## src/rtl/vseq_pkg.sv

```systemverilog
package vseq_pkg;

    localparam int REG_W   = 7;
    localparam int NUM_OPS = 3;

    typedef enum logic [1:0] {
        ST_IDLE,
        ST_LOOP,
        ST_FINISH,
        ST_FAULT
    } seq_state_e;

endpackage

```

## src/rtl/vseq_regstep.sv

```systemverilog
module vseq_regstep #(
    parameter int REG_W = 7,
    parameter int IDX_W = 6
) (
    input  logic [REG_W-1:0] base,
    input  logic             tag,
    input  logic [IDX_W-1:0] idx,
    output logic [REG_W-1:0] reg_num,
    output logic             over
);
    localparam int SUM_W = REG_W + IDX_W + 1;

    logic [SUM_W-1:0] sum;

    always_comb begin
        sum     = SUM_W'(base) + (tag ? SUM_W'(idx) : '0);
        reg_num = sum[REG_W-1:0];
        over    = |sum[SUM_W-1:REG_W];
    end

endmodule

```

## src/rtl/vseq_ctrl.sv

```systemverilog
module vseq_ctrl
    import vseq_pkg::*;
#(
    parameter int MAXVL = 64,
    parameter int VL_W  = 8,
    parameter int IDX_W = 6,
    parameter int CNT_W = 7
) (
    input  logic             clk,
    input  logic             rst_n,
    input  logic             in_valid,
    input  logic             vec_op,
    input  logic [VL_W-1:0]  vl,
    input  logic             pred_en,
    input  logic [MAXVL-1:0] pred_mask,
    input  logic             out_ready,
    input  logic             any_over,
    output logic             in_ready,
    output logic             accept,
    output logic [IDX_W-1:0] idx,
    output logic             out_valid,
    output logic             pc_hold,
    output logic             done,
    output logic             err
);
    seq_state_e       state_q, state_d;
    logic [IDX_W-1:0] idx_q, idx_d;
    logic [CNT_W-1:0] cnt_q, cnt_d, cnt_new;
    logic [MAXVL-1:0] mask_q, mask_d;
    logic             pred_q, pred_d;
    logic             live, last, consume;

    // element count for a newly accepted op
    always_comb begin
        if (!vec_op)
            cnt_new = CNT_W'(1);
        else if (vl > VL_W'(MAXVL))
            cnt_new = CNT_W'(MAXVL);
        else
            cnt_new = CNT_W'(vl);
    end

    assign live    = !pred_q || mask_q[idx_q];
    assign last    = (CNT_W'(idx_q) + CNT_W'(1)) == cnt_q;
    assign accept  = (state_q == ST_IDLE) && in_valid;
    assign consume = (state_q == ST_LOOP) && !(live && any_over) && (!live || out_ready);

    // next state and captured loop context
    always_comb begin
        state_d = state_q;
        idx_d   = idx_q;
        cnt_d   = cnt_q;
        mask_d  = mask_q;
        pred_d  = pred_q;
        unique case (state_q)
            ST_IDLE: begin
                if (in_valid) begin
                    idx_d   = '0;
                    cnt_d   = cnt_new;
                    mask_d  = pred_mask;
                    pred_d  = pred_en && vec_op;
                    state_d = (cnt_new == '0) ? ST_FINISH : ST_LOOP;
                end
            end
            ST_LOOP: begin
                if (live && any_over) begin
                    state_d = ST_FAULT;
                end else if (consume) begin
                    if (last)
                        state_d = ST_FINISH;
                    else
                        idx_d = idx_q + IDX_W'(1);
                end
            end
            ST_FINISH: state_d = ST_IDLE;
            ST_FAULT:  state_d = ST_IDLE;
            default:   state_d = ST_IDLE;
        endcase
    end

    // state register
    always_ff @(posedge clk or negedge rst_n) begin
        if (!rst_n) begin
            state_q <= ST_IDLE;
            idx_q   <= '0;
            cnt_q   <= '0;
            mask_q  <= '0;
            pred_q  <= 1'b0;
        end else begin
            state_q <= state_d;
            idx_q   <= idx_d;
            cnt_q   <= cnt_d;
            mask_q  <= mask_d;
            pred_q  <= pred_d;
        end
    end

    // outputs
    always_comb begin
        in_ready  = 1'b0;
        out_valid = 1'b0;
        pc_hold   = 1'b0;
        done      = 1'b0;
        err       = 1'b0;
        unique case (state_q)
            ST_IDLE:   in_ready = 1'b1;
            ST_LOOP: begin
                pc_hold   = 1'b1;
                out_valid = live && !any_over;
            end
            ST_FINISH: done = 1'b1;
            ST_FAULT:  err  = 1'b1;
            default: ;
        endcase
    end

    assign idx = idx_q;

    assert_issue_holds_pc_R5: assert property (@(posedge clk) disable iff (!rst_n)
        out_valid |-> pc_hold);
    assert_done_single_R5: assert property (@(posedge clk) disable iff (!rst_n)
        done |=> (!done && in_ready));
    assert_stall_keeps_elem_R9: assert property (@(posedge clk) disable iff (!rst_n)
        (out_valid && !out_ready) |=> (out_valid && $stable(idx_q)));
    assert_ascending_order_R4: assert property (@(posedge clk) disable iff (!rst_n)
        (out_valid && out_ready) |=> (!out_valid || (idx_q > $past(idx_q))));
    assert_fault_quiet_R10: assert property (@(posedge clk) disable iff (!rst_n)
        err |-> (!out_valid && !done && !pc_hold));
    assert_idle_quiet_R1: assert property (@(posedge clk) disable iff (!rst_n)
        in_ready |-> (!pc_hold && !out_valid && !done));

endmodule

```

## src/rtl/vec_issue_seq.sv

```systemverilog
module vec_issue_seq
    import vseq_pkg::*;
#(
    parameter int MAXVL = 64,
    parameter int VL_W  = 8,
    parameter int OP_W  = 32
) (
    input  logic                       clk,
    input  logic                       rst_n,
    input  logic                       in_valid,
    output logic                       in_ready,
    input  logic [OP_W-1:0]            in_opcode,
    input  logic [6:0]                 in_rt,
    input  logic [6:0]                 in_ra,
    input  logic [6:0]                 in_rb,
    input  logic                       in_vec_rt,
    input  logic                       in_vec_ra,
    input  logic                       in_vec_rb,
    input  logic [VL_W-1:0]            vl,
    input  logic                       pred_en,
    input  logic [MAXVL-1:0]           pred_mask,
    output logic                       out_valid,
    input  logic                       out_ready,
    output logic [OP_W-1:0]            out_opcode,
    output logic [6:0]                 out_rt,
    output logic [6:0]                 out_ra,
    output logic [6:0]                 out_rb,
    output logic [$clog2(MAXVL)-1:0]   out_elem,
    output logic                       pc_hold,
    output logic                       done,
    output logic                       err
);
    localparam int IDX_W = $clog2(MAXVL);
    localparam int CNT_W = $clog2(MAXVL + 1);

    logic                               accept;
    logic [IDX_W-1:0]                   idx;
    logic [OP_W-1:0]                    op_q;
    logic [NUM_OPS-1:0][REG_W-1:0]      base_in, base_q, step_reg;
    logic [NUM_OPS-1:0]                 tag_in, tag_q, over_v;
    logic                               vec_op;

    assign base_in = {in_rb, in_ra, in_rt};
    assign tag_in  = {in_vec_rb, in_vec_ra, in_vec_rt};
    assign vec_op  = |tag_in;

    always_ff @(posedge clk or negedge rst_n) begin
        if (!rst_n) begin
            op_q   <= '0;
            base_q <= '0;
            tag_q  <= '0;
        end else if (accept) begin
            op_q   <= in_opcode;
            base_q <= base_in;
            tag_q  <= tag_in;
        end
    end

    for (genvar g = 0; g < NUM_OPS; g++) begin : g_step
        vseq_regstep #(.REG_W(REG_W), .IDX_W(IDX_W)) u_step (
            .base    (base_q[g]),
            .tag     (tag_q[g]),
            .idx     (idx),
            .reg_num (step_reg[g]),
            .over    (over_v[g])
        );
    end

    vseq_ctrl #(.MAXVL(MAXVL), .VL_W(VL_W), .IDX_W(IDX_W), .CNT_W(CNT_W)) u_ctrl (
        .clk       (clk),
        .rst_n     (rst_n),
        .in_valid  (in_valid),
        .vec_op    (vec_op),
        .vl        (vl),
        .pred_en   (pred_en),
        .pred_mask (pred_mask),
        .out_ready (out_ready),
        .any_over  (|over_v),
        .in_ready  (in_ready),
        .accept    (accept),
        .idx       (idx),
        .out_valid (out_valid),
        .pc_hold   (pc_hold),
        .done      (done),
        .err       (err)
    );

    assign out_opcode = op_q;
    assign out_rt     = step_reg[0];
    assign out_ra     = step_reg[1];
    assign out_rb     = step_reg[2];
    assign out_elem   = idx;

    assert_stall_fields_R9: assert property (@(posedge clk) disable iff (!rst_n)
        (out_valid && !out_ready) |=> ($stable(out_rt) && $stable(out_ra) &&
                                       $stable(out_rb) && $stable(out_opcode)));
    assert_opcode_kept_R2: assert property (@(posedge clk) disable iff (!rst_n)
        (out_valid && $past(out_valid)) |-> $stable(out_opcode));

endmodule

```

## config.mk

```make
export PLATFORM = sky130hd
export DESIGN_NAME = vec_issue_seq
export DESIGN_NICKNAME = d
export VERILOG_FILES = /design/src/rtl/vseq_pkg.sv /design/src/rtl/vseq_regstep.sv /design/src/rtl/vseq_ctrl.sv /design/src/rtl/vec_issue_seq.sv
export SDC_FILE = /design/constraint.sdc
export NUM_CORES = 1
export LEC_CHECK = 0
export BUFFER_PORTS_ARGS = -buffer_cell sky130_fd_sc_hd__buf_2
export CORE_UTILIZATION = 53
export CTS_CLUSTER_DIAMETER = 40
export DETAILED_ROUTE_END_ITERATION = 8
export PLACE_DENSITY = 0.81
export SETUP_SLACK_MARGIN = 0.1
export SYNTH_ARGS = -nofsm -noshare
export SYNTH_HDL_FRONTEND = slang
export SYNTH_SLANG_ARGS = --single-unit
```

## constraint.sdc

```tcl
create_clock -name clk -period 3.2 [get_ports clk]
set_input_delay 0.64 -clock clk [delete_from_list [all_inputs] [get_ports clk]]
set_output_delay 0.64 -clock clk [all_outputs]
set_load 0.01 [all_outputs]
```

==> flow_summary.yaml, run 1 <==
sta:
  maxSlewViolCount: 0
  max_slew.worst_pin.slew_ns: 0.828
  timing.final.crit_period_ns: 3.26
  fin_worst_setup_slack_ns: -0.0568
  report.final.setup_viol: 1
  whs_ns: 0.195
  timing.fmax_ghz: 0.307
  rsz0062_at_grt: "yes"
  final_hold_viol_count: 0
  clk_skew_ns: 0.00925
  slew-limit-headroom_pct: 43.4
  layout_worst_path_cycle_share_pct: 102
  total_negative_setup_slacks_ns: -0.0568
placed_design:
  pre_cts_ws_ns: 0.0532
  gp_routability_congestion: 0.843
  place.port_buffers: 196
  detailedPlacementHpwl_mm: 12.2
  placed_cells: 1121
logic_synthesis:
  yosys-top-cells-count: "376 x nand2_1, 136 x dfrtp_1, 32 x clkbuf_1"
  synth_area_mm2: 0.00689
  syn_inst: 779
  post_synthesis_mux_area_share_pct: 6.58
  synth_compound_area_share_pct: 7.94
  main_combinational_cell_family_by_area_after_synthesis: "simple AND/OR/NAND/NOR gates"
  synth_top_cell_area_share_pct: 49.4
  yosys.area.top_type: "dfrtp_1"
  synth_simple_gate_area_share_pct: 26.6
  dominantRegCellSynth: "dfrtp_1"
  synth_edf_count: 0
  xor_xnor_portion_of_the_synthesized_cell_area_pct: 2.29
  synthArstFlopShare_pct: 100
  sequential_fraction_of_the_synthesis_area_pct: 49.4
  synth.net_count: 934
  post_synthesis_register_bit_count: 136
  syn-mean-instance-area_um2: 8.84
  yosys_warnings: 0
  netlist_top_cells_area: "dfrtp_1 49%, nand2_1 20%, ha_1 3.5%"
  post_synth_num_cell_types: 51
  synthMostInstantiatedCell: "nand2_1"
  area_share_of_fa_ha_maj_cells_after_synthesis_pct: 4.32
setup_path:
  cp_cell_instances: "buf_12 -> mux4_2 -> mux4_2 -> nand2_2 -> o311a_4 -> nor3_4 -> and3_4 -> buf_6"
  critPathSlowestCell: "mux4_2"
  cp_data_required_time_ns: 2.56
  timing.critical_path.from_type: "flop"
  critical_path.most_common_cell: "mux4_2"
  criticalPathCategory: "flop to primary output"
  max_fo_critical_path: 5
  critPathMaxStageDelay_ns: 0.52
  arrival_ns: 2.62
  timing.critical_path.to_type: "primary output"
routing:
  num_vias: 6129
  drtAntennaViolNets: 0
  detailedRoute.firstIterationViolations: 463
  detailedRoute.firstPassIterationCount: 5
  remaining_drc_errors: 0
  mean_number_of_vias_per_cell: 5.25
  routedWlPerCell_um: 15.2
  routed_wirelength_mm: 17.8
pwr:
  power.total_mw: 8.86
  leakage_nw: 4.84
  p_per_area_mw_per_mm2: 997
  ir_worst_vdd_mv: 0.556
run:
  max_cap_viol_count: 0
grt:
  grt_max_degree: 74
  grt-ovfl-total: 0
  grt_usage_pct: 28.2
  grt_pass1_wl_mm: 28.6
  antenna_found_initial: 0
  number_of_global_route_vias_before_repair: 5913
hold_path:
  holdCritPathClass: "primary input to async pin"
die:
  row_count: 41
  placeable_area_mm2: 0.0126
  die_area_mm2: 0.0135
  dieHeight_um: 116
  fp.dieW_um: 116
  top_level_ports: 197
  initial_core_util_pct: 54.6
clock_network:
  cts_made_buffers: 17
  cts_hold_buf: 0
  clk_buf_depth: 2
  clock_tree_from_tritoncts: "done"
  htree_levels: 4
  clock_sinks: 136
  clock_latency_ns: 0.42
  ctsRootBufferMaster: "clkbuf_16"
  clk_transition_reported_paths_ns: 0.05
layout:
  fin_nets: 1138
  final_layout_size_suffix_gt1_share_pct: 29.9
  final_cells: 1167
  num-fill-cells: 1021
  antenna-diode-count: 0
  area_delta_synth_final_pct: 29.1
status:
  violations: "setup timing"
  outcome: "complete, but fails checks"
through the flow:
stage / utilization (%) / cell area (um^2)
6_report: 70.4 / 8890
5_1_grt: 70.4 / 8890
4_1_cts: 70.0 / 8830
3_5_place_dp: 63.9 / 8070
3_3_place_gp: 63.9 / 8070
2_1_floorplan: - / 6890
worst paths after layout:
kind / from / endpoint / slack [ns] / cells after the start
min in group clk: in_opcode[14] / out_opcode[14] / 0.41 / 3
max in group asynchronous: rst_n / u_ctrl.mask_q[41] / 2.21 / 2
worst max register to register: u_ctrl.idx[1] / u_ctrl.idx[3] / 0.53 / 10
worst max-delay path: u_ctrl.idx[0] / out_valid / -0.06 / 8
worst min-delay path: rst_n / base_q[7] / 0.20 / 1
worst min register to register: out_opcode[23] / out_opcode[23] / 0.47 / 2
flip-flops by register name (all words and copies together) (netlist names):
| name | cells |
|---|---|
| u_ctrl.mask_q | 64 |
| tag_q | 3 |
| u_ctrl.idx | 6 |
| u_ctrl.pred_q | 1 |
| base_q | 21 |
| out_opcode | 32 |
| u_ctrl.state_q | 2 |
| u_ctrl.cnt_q | 7 |
kinds of logic (layout without fill, tap and decap cells):
group / count (synthesis) / in the layout
XOR/XNOR: 18 / 18
AND/OR/NAND/NOR: 455 / 455
adder cells (fa/ha/maj): 22 / 22
AO/OA/AOI/OAI: 76 / 76
multiplexers: 24 / 24
flip-flops: 136 / 136
buffers and inverters: 48 / 264
placed cells by master (no fill, tap or decap), types with 4 or more instances in the layout:
master and count:
nand3_1 10, a21o_1 6, a21oi_1 11, mux2i_1 7
clkinv_2 4, nand2_1 373, nor2b_1 4, clkbuf_16 17
dfrtp_1 135, ha_1 16, o21ai_0 14, o21bai_1 4
inv_1 9, buf_2 194, clkinv_4 5, buf_4 22
buf_12 4, and2_1 17, a22o_1 4, mux4_2 13
nor3_1 8, nor2_1 23, a21oi_2 4, and2_4 4
xor2_1 6, xnor2_1 10
layer usage:
metal  part of all wire, %  global-route usage [%]  vias to the layer above
li1                      -                       -                     2959
met1                    43                    36.6                     2922
met2                    50                    46.3                      220
met3                   5.9                    6.28                       28
met4                   1.9                    10.6                        0
met5                     0                       0                        -
report_power, final:
| part | switching, mW | internal (mW) |
|---|---|---|
| clock | 0.725 | 1.10 |
| combinational | 2.11 | 1.86 |
| sequential | 0.570 | 2.49 |
worst max-delay path, delay by kind of cell, from the launching register on:
kind	cells	cell delay, ns
buffers and inverters	2	0.25
AOI/OAI and AO/OA	1	0.21
DFF	1	0.43
and+or+nand+nor	3	0.30
muxes	2	1.02
layout make-up:
class	instances	area [um^2]	area share [%]
clock buffers	20	457	5.14
clock inverters	11	101	1.14
inverters	9	33.8	0.380
multi-input cells	595	3410	38.4
flip-flops and latches	136	3400	38.3
well taps	172	215	2.42
repair buffers	224	1260	14.2
timing repair:
action,CTS,global route
setup buffers,13,4
pin swaps,16,2
gates resized for setup,29,8
setup endpoints to repair,9,6
Note: power is estimated with default switching activity, not from simulation.
==> inputs of run 2 (changes only) <==
--- a/config.mk
+++ b/config.mk
@@ -6,10 +6,11 @@
 export NUM_CORES = 1
 export LEC_CHECK = 0
 export BUFFER_PORTS_ARGS = -buffer_cell sky130_fd_sc_hd__buf_2
-export CORE_UTILIZATION = 53
+export CORE_MARGIN = 1.5
+export CORE_UTILIZATION = 55
 export CTS_CLUSTER_DIAMETER = 40
 export DETAILED_ROUTE_END_ITERATION = 8
-export PLACE_DENSITY = 0.81
+export PLACE_DENSITY = 0.84
 export SETUP_SLACK_MARGIN = 0.1
 export SYNTH_ARGS = -nofsm -noshare
 export SYNTH_HDL_FRONTEND = slang
==> constraint.sdc (replaced) <==
create_clock -name clk -period 4.15 [get_ports clk]
set_input_delay 0.83 -clock clk [delete_from_list [all_inputs] [get_ports clk]]
set_output_delay 0.83 -clock clk [all_outputs]
set_load 0.01 [all_outputs]
==> run 2 against run 1 <==
Against the previous run:
- the run now ends clean
- critical endpoint is now out_ra[6]
- largest power group unchanged
- critical path depth increased by 2
- combinational power shrank 31%
- final area decreased by 2.3%
- sequential power down 23%
- first-iteration DRC count decreased by 6.3%
- largest cell class is now sequential cells
- final cell count is 1.8% lower
- via count shrank 0.44%
- sequential cell count is the same
- sequential share of layout area up 0.89 points
- routed wire length fell by 3.5%
- critical path type unchanged
- global-route usage is 1.3 points lower
==> flow_summary.yaml, run 2 (synthesized netlist as in run 1, its figures left out) <==
routing:
  routed_wirelength_mm: 17.2
  detailedRoute.firstPassIterationCount: 5
  mean_number_of_vias_per_cell: 5.32
  detailedRoute.firstIterationViolations: 434
  remaining_drc_errors: 0
  num_vias: 6102
  routedWlPerCell_um: 15.0
  drtAntennaViolNets: 0
sta:
  final_hold_viol_count: 0
  layout_worst_path_cycle_share_pct: 90.7
  total_negative_setup_slacks_ns: 0
  timing.final.crit_period_ns: 3.76
  report.final.setup_viol: 0
  timing.fmax_ghz: 0.266
  maxSlewViolCount: 0
  rsz0062_at_grt: "no"
  whs_ns: 0.465
  slew-limit-headroom_pct: 32.1
  clk_skew_ns: 0.00524
  max_slew.worst_pin.slew_ns: 1.02
pwr:
  power.total_mw: 6.85
  leakage_nw: 4.78
  p_per_area_mw_per_mm2: 789
  ir_worst_vdd_mv: 0.439
setup_path:
  timing.critical_path.from_type: "flop"
  arrival_ns: 2.93
  criticalPathCategory: "flop to primary output"
  critPathMaxStageDelay_ns: 0.47
  critPathSlowestCell: "dfrtp_1"
  cp_cell_instances: "buf_4 -> and2_1 -> ha_1 -> fa_1 -> a21o_1 -> a21oi_1 -> o21bai_1 -> a21oi_1 -> xnor2_1 -> buf_2"
  cp_data_required_time_ns: 3.32
  max_fo_critical_path: 22
  critical_path.most_common_cell: "a21oi_1"
  timing.critical_path.to_type: "primary output"
die:
  row_count: 40
  initial_core_util_pct: 56.8
  placeable_area_mm2: 0.0121
  die_area_mm2: 0.0132
  top_level_ports: 197
  fp.dieW_um: 115
  dieHeight_um: 115
layout:
  final_layout_size_suffix_gt1_share_pct: 26.0
  commonest_non_fill_non_tap_cell_in_the_layout: "nand2_1"
  final_cell_mix: "375 x nand2_1, 195 x buf_2, 136 x dfrtp_1"
  fin_nets: 1119
  largest-register: "u_ctrl.mask_q"
  area_delta_synth_final_pct: 26.1
  final_cells: 1146
  number_of_flip_flops_under_the_largest_register_name: 64
  final_area_mm2: 0.00868
grt:
  grt_max_degree: 102
  grt_usage_pct: 26.9
  number_of_global_route_vias_before_repair: 5839
  grt-ovfl-total: 0
  grt_pass1_wl_mm: 27.7
  antenna_found_initial: 1
clock_network:
  ctsRootBufferMaster: "clkbuf_16"
  clk_buf_depth: 2
  cts_made_buffers: 17
  cts.repair.resized: 0
  clk_transition_reported_paths_ns: 0.06
  clock_sinks: 136
  cts_hold_buf: 0
  number_of_setup_buffers_added_after_cts: 0
  clock_latency_ns: 0.41
  htree_levels: 4
  clock_tree_from_tritoncts: "done"
status:
  outcome: "finished clean"
run:
  max_cap_viol_count: 0
placed_design:
  detailedPlacementHpwl_mm: 12.0
  gp_routability_congestion: 0.907
  placed_cells: 1113
  detailed_place.area_mm2: 0.00800
  place.port_buffers: 196
hold_path:
  holdCritPathClass: "flop to flop"
==> run 2: changes by cell type in the layout (fill, tap and decap cells not counted), sizes merged <==
cell / delta
diode: +1
clkinv: -6
buf: -19
bufinv: +5
inv: +3
clkbuf: -1
==> run 2: path summary, 6_finish.rpt <==
check	from	endpoint	slack [ns]	cells after the start
max	u_ctrl.idx[0]	out_ra[6]	0.39	10
min	out_opcode[17]	out_opcode[17]	0.47	2
max reg2reg	u_ctrl.idx[0]	u_ctrl.idx[3]	1.31	10
min reg2reg	out_opcode[17]	out_opcode[17]	0.47	2
max in group asynchronous	rst_n	tag_q[1]	2.77	2
min in group asynchronous	rst_n	out_opcode[31]	0.49	1
==> run 2: area by class of cell <==
class                           instances  area [um^2]
Fill cell                             940         3430
Sequential cell                       136         3400
Multi-Input combinational cell        595         3290
Timing Repair Buffer                  205         1050
Clock buffer                           19          443
Clock inverter                         13          241
Tap cell                              168          210
Inverter                                9         33.8
Antenna cell                            1         2.50
==> run 2: report_power, final <==
part           switching [mW]  internal (mW)  total (mW)
sequential              0.443           1.92        2.36
clock                   0.586           1.15        1.74
combinational            1.52           1.23        2.75
==> run 2: critical path: cells and delay by family (launching register included) <==
family / cells / cell delay, ns
AOI/OAI and AO/OA: 4 / 0.67
adders and majority gates: 2 / 0.63
DFF: 1 / 0.47
buffers and inverters: 2 / 0.42
and+or+nand+nor: 1 / 0.20
xor gates and xnor gates: 1 / 0.13
==> run 2: metrics by stage <==
step	setup slack [ns]	util (%)
after floorplan	0.876	-
after global placement	0.890	66.0
after detailed placement	0.842	66.0
after CTS	0.359	71.7
after global routing	0.109	71.7
final	0.386	71.7
==> run 2: per-layer routing <==
metal	part of all wire (%)	GRT usage, %	up-vias
met3	5.8	6.59	33
li1	-	-	2930
met4	2.2	8.72	0
met2	49	45.0	223
met5	0	0	-
met1	43	34.9	2916
==> inputs of run 3 (changes only) <==
--- a/config.mk
+++ b/config.mk
@@ -7,10 +7,10 @@
 export LEC_CHECK = 0
 export BUFFER_PORTS_ARGS = -buffer_cell sky130_fd_sc_hd__buf_2
 export CORE_MARGIN = 1.5
-export CORE_UTILIZATION = 55
+export CORE_UTILIZATION = 53
 export CTS_CLUSTER_DIAMETER = 40
 export DETAILED_ROUTE_END_ITERATION = 8
-export PLACE_DENSITY = 0.84
+export PLACE_DENSITY = 0.81
 export SETUP_SLACK_MARGIN = 0.1
 export SYNTH_ARGS = -nofsm -noshare
 export SYNTH_HDL_FRONTEND = slang
==> constraint.sdc (replaced) <==
create_clock -name clk -period 4.2 [get_ports clk]
set_input_delay 0.84 -clock clk [delete_from_list [all_inputs] [get_ports clk]]
set_output_delay 0.84 -clock clk [all_outputs]
set_load 0.01 [all_outputs]
==> run 3 against run 2 <==
Against the previous run:
- combinational power down 2%
- clock skew rose by 0.0024 ns
- critical endpoint is now out_valid
- hold slack better by 0.0078 ns
- core utilization is 3.6 points lower
- register-to-register slack better by 0.18 ns
- final cell count increased by 0.35%
- clock power down 9%
- total power shrank 2.9%
- sequential share of layout area grew 0.25 points
- final area down 0.61%
- non-clock buffer count fell by 1
==> flow_summary.yaml, run 3 (synthesized netlist as in run 1, its figures left out) <==
status:
  outcome: "finished clean"
placed_design:
  placed_cells: 1116
  place.port_buffers: 196
  gp_routability_congestion: 0.867
  pre_cts_ws_ns: 0.778
  detailedPlacementHpwl_mm: 12.1
layout:
  number_of_flip_flops_under_the_largest_register_name: 64
  multi_input_area_mm2: 0.00329
  final_cells: 1150
  commonest_non_fill_non_tap_cell_in_the_layout: "nand2_1"
  area_delta_synth_final_pct: 25.3
  seqCellArea_mm2: 0.00340
  final_cell_mix: "375 x nand2_1, 195 x buf_2, 135 x dfrtp_1"
  final_layout_size_suffix_gt1_share_pct: 25.8
  num-fill-cells: 1036
  fin_nets: 1118
  largest-register: "u_ctrl.mask_q"
setup_path:
  worstReg2RegStart: "u_ctrl.idx[4]"
  max_fo_critical_path: 16
  cp_cell_instances: "buf_4 -> mux4_1 -> mux2i_1 -> o311a_2 -> nor3_2 -> and3_1 -> buf_2"
  timing.critical_path.from_type: "flop"
  reg2reg_to: "u_ctrl.idx[5]"
  arrival_ns: 2.88
  critPathSlowestCell: "dfrtp_2"
  worst-r2r-cell-count: 8
  timing.critical_path.to_type: "primary output"
  criticalPathCategory: "flop to primary output"
  cp_data_required_time_ns: 3.36
  critPathMaxStageDelay_ns: 0.55
  reg2reg_setup_slack_ns: 1.49
die:
  fp.dieW_um: 117
  initial_core_util_pct: 54.3
  row_count: 41
  die_area_mm2: 0.0137
  top_level_ports: 197
  dieHeight_um: 117
  placeable_area_mm2: 0.0127
routing:
  met3RoutedLength_mm: 1.07
  detailedRoute.firstPassIterationCount: 5
  remaining_drc_errors: 0
  detailed_routing_wirelength_on_met1_mm: 7.39
  routed_met2_length_mm: 8.63
  drtAntennaViolNets: 0
  routed_wirelength_mm: 17.5
  routedWlPerCell_um: 15.2
  detailedRoute.firstIterationViolations: 533
  mean_number_of_vias_per_cell: 5.29
  route.top_layer_used: "met4"
  num_vias: 6081
hold_path:
  holdPathStages: 2
  timing.hold.worst.start: "out_opcode[12]"
  worstHoldEndpoint: "out_opcode[12]"
  holdCritPathClass: "flop to flop"
grt:
  grt_max_degree: 111
  grt_usage_pct: 26.7
  antenna_found_initial: 2
  grt_pass1_wl_mm: 27.8
  number_of_global_route_vias_before_repair: 5742
  grt-ovfl-total: 0
clock_network:
  clock_latency_ns: 0.42
  clk_buf_depth: 2
  htree_levels: 4
  ctsRootBufferMaster: "clkbuf_16"
  cts_made_buffers: 17
  clock_tree_from_tritoncts: "done"
  clk_transition_reported_paths_ns: 0.06
  cts_hold_buf: 0
  clock_sinks: 136
pwr:
  power_frac_clock_pct: 23.9
  seqPwrFrac_pct: 35.4
  ir_worst_vdd_mv: 0.446
  part_of_the_total_power_dissipated_in_combinational_logic_pct: 40.6
  leakage_nw: 4.74
  power.switching_mw: 2.51
  fraction_of_power_spent_switching_nets_pct: 37.7
  p_int_mw: 4.14
  p_per_area_mw_per_mm2: 771
  power.total_mw: 6.65
sta:
  timing.final.crit_period_ns: 3.72
  whs_ns: 0.473
  final_hold_viol_count: 0
  report.final.setup_viol: 0
  timing.fmax_ghz: 0.269
  clk_skew_ns: 0.00768
  max_slew.worst_pin.slew_ns: 1.12
  fin_worst_setup_slack_ns: 0.476
  maxSlewViolCount: 0
  layout_worst_path_cycle_share_pct: 88.7
  slew-limit-headroom_pct: 25.1
  rsz0062_at_grt: "no"
  total_negative_setup_slacks_ns: 0
run:
  max_cap_viol_count: 0
## run 3: cell types whose count changed in the layout (fill, tap and decap cells not counted), sizes merged
cell / delta
clkinvlp: +1
buf: -1
bufinv: -2
diode: +1
clkinv: -1
inv: -1
clkbuf: +3
## run 3: metal layers
| metal | vias to the layer above | GRT usage [%] |
|---|---|---|
| li1 | 2933 | - |
| met1 | 2877 | 35.7 |
| met2 | 229 | 42.1 |
| met3 | 42 | 6.75 |
| met4 | 0 | 10.7 |
| met5 | - | 0 |
## run 3: area by class of cell
cell class	instances	share of cell area, %
inverter	9	0.391
antenna	2	0.0580
clock buffer	22	5.38
tap	172	2.49
sequential	136	39.4
multi-input combinational	595	38.2
timing repair buffer	204	12.1
clock inverter	10	1.93
## run 3: critical path: cells and delay by family, from the launching register on
| kind | cells | cell delay, ns |
|---|---|---|
| AOI/OAI and AO/OA | 1 | 0.36 |
| DFF | 1 | 0.55 |
| and+or+nand+nor | 2 | 0.75 |
| buffers and inverters | 2 | 0.46 |
| muxes | 2 | 0.35 |
## run 3: repair_timing
action                     in CTS  in global routing
gates resized for setup         0                  1
setup endpoints to repair       0                  1
buffers inserted                0                  0
## run 3: power groups by stage
stage	sequential, mW	combinational (mW)	clock, mW
global route	2.43	3.03	1.67
floorplan	2.27	1.88	0
detailed placement	2.35	2.69	0
finish	2.36	2.70	1.59
CTS	2.35	2.71	1.61
global placement	2.35	2.60	0
## run 3: stage by stage
| step | util (%) | cell area, um^2 |
|---|---|---|
| final | 68.1 | 8630 |
| after floorplan | - | 6890 |
| after global routing | 68.1 | 8630 |
| after CTS | 68.1 | 8620 |
| after detailed placement | 63.1 | 7990 |
| after global placement | 63.1 | 7990 |
## run 3: worst max-delay path by stage
stage | start | to | slack, ns
detailed placement | u_ctrl.idx[0] | out_valid | 0.78
floorplan | u_ctrl.idx[0] | out_rt[6] | 0.92
finish | u_ctrl.idx[0] | out_valid | 0.48
CTS | u_ctrl.idx[0] | out_valid | 0.30
global placement | u_ctrl.idx[0] | out_valid | 0.85
global route | u_ctrl.idx[0] | out_valid | 0.31
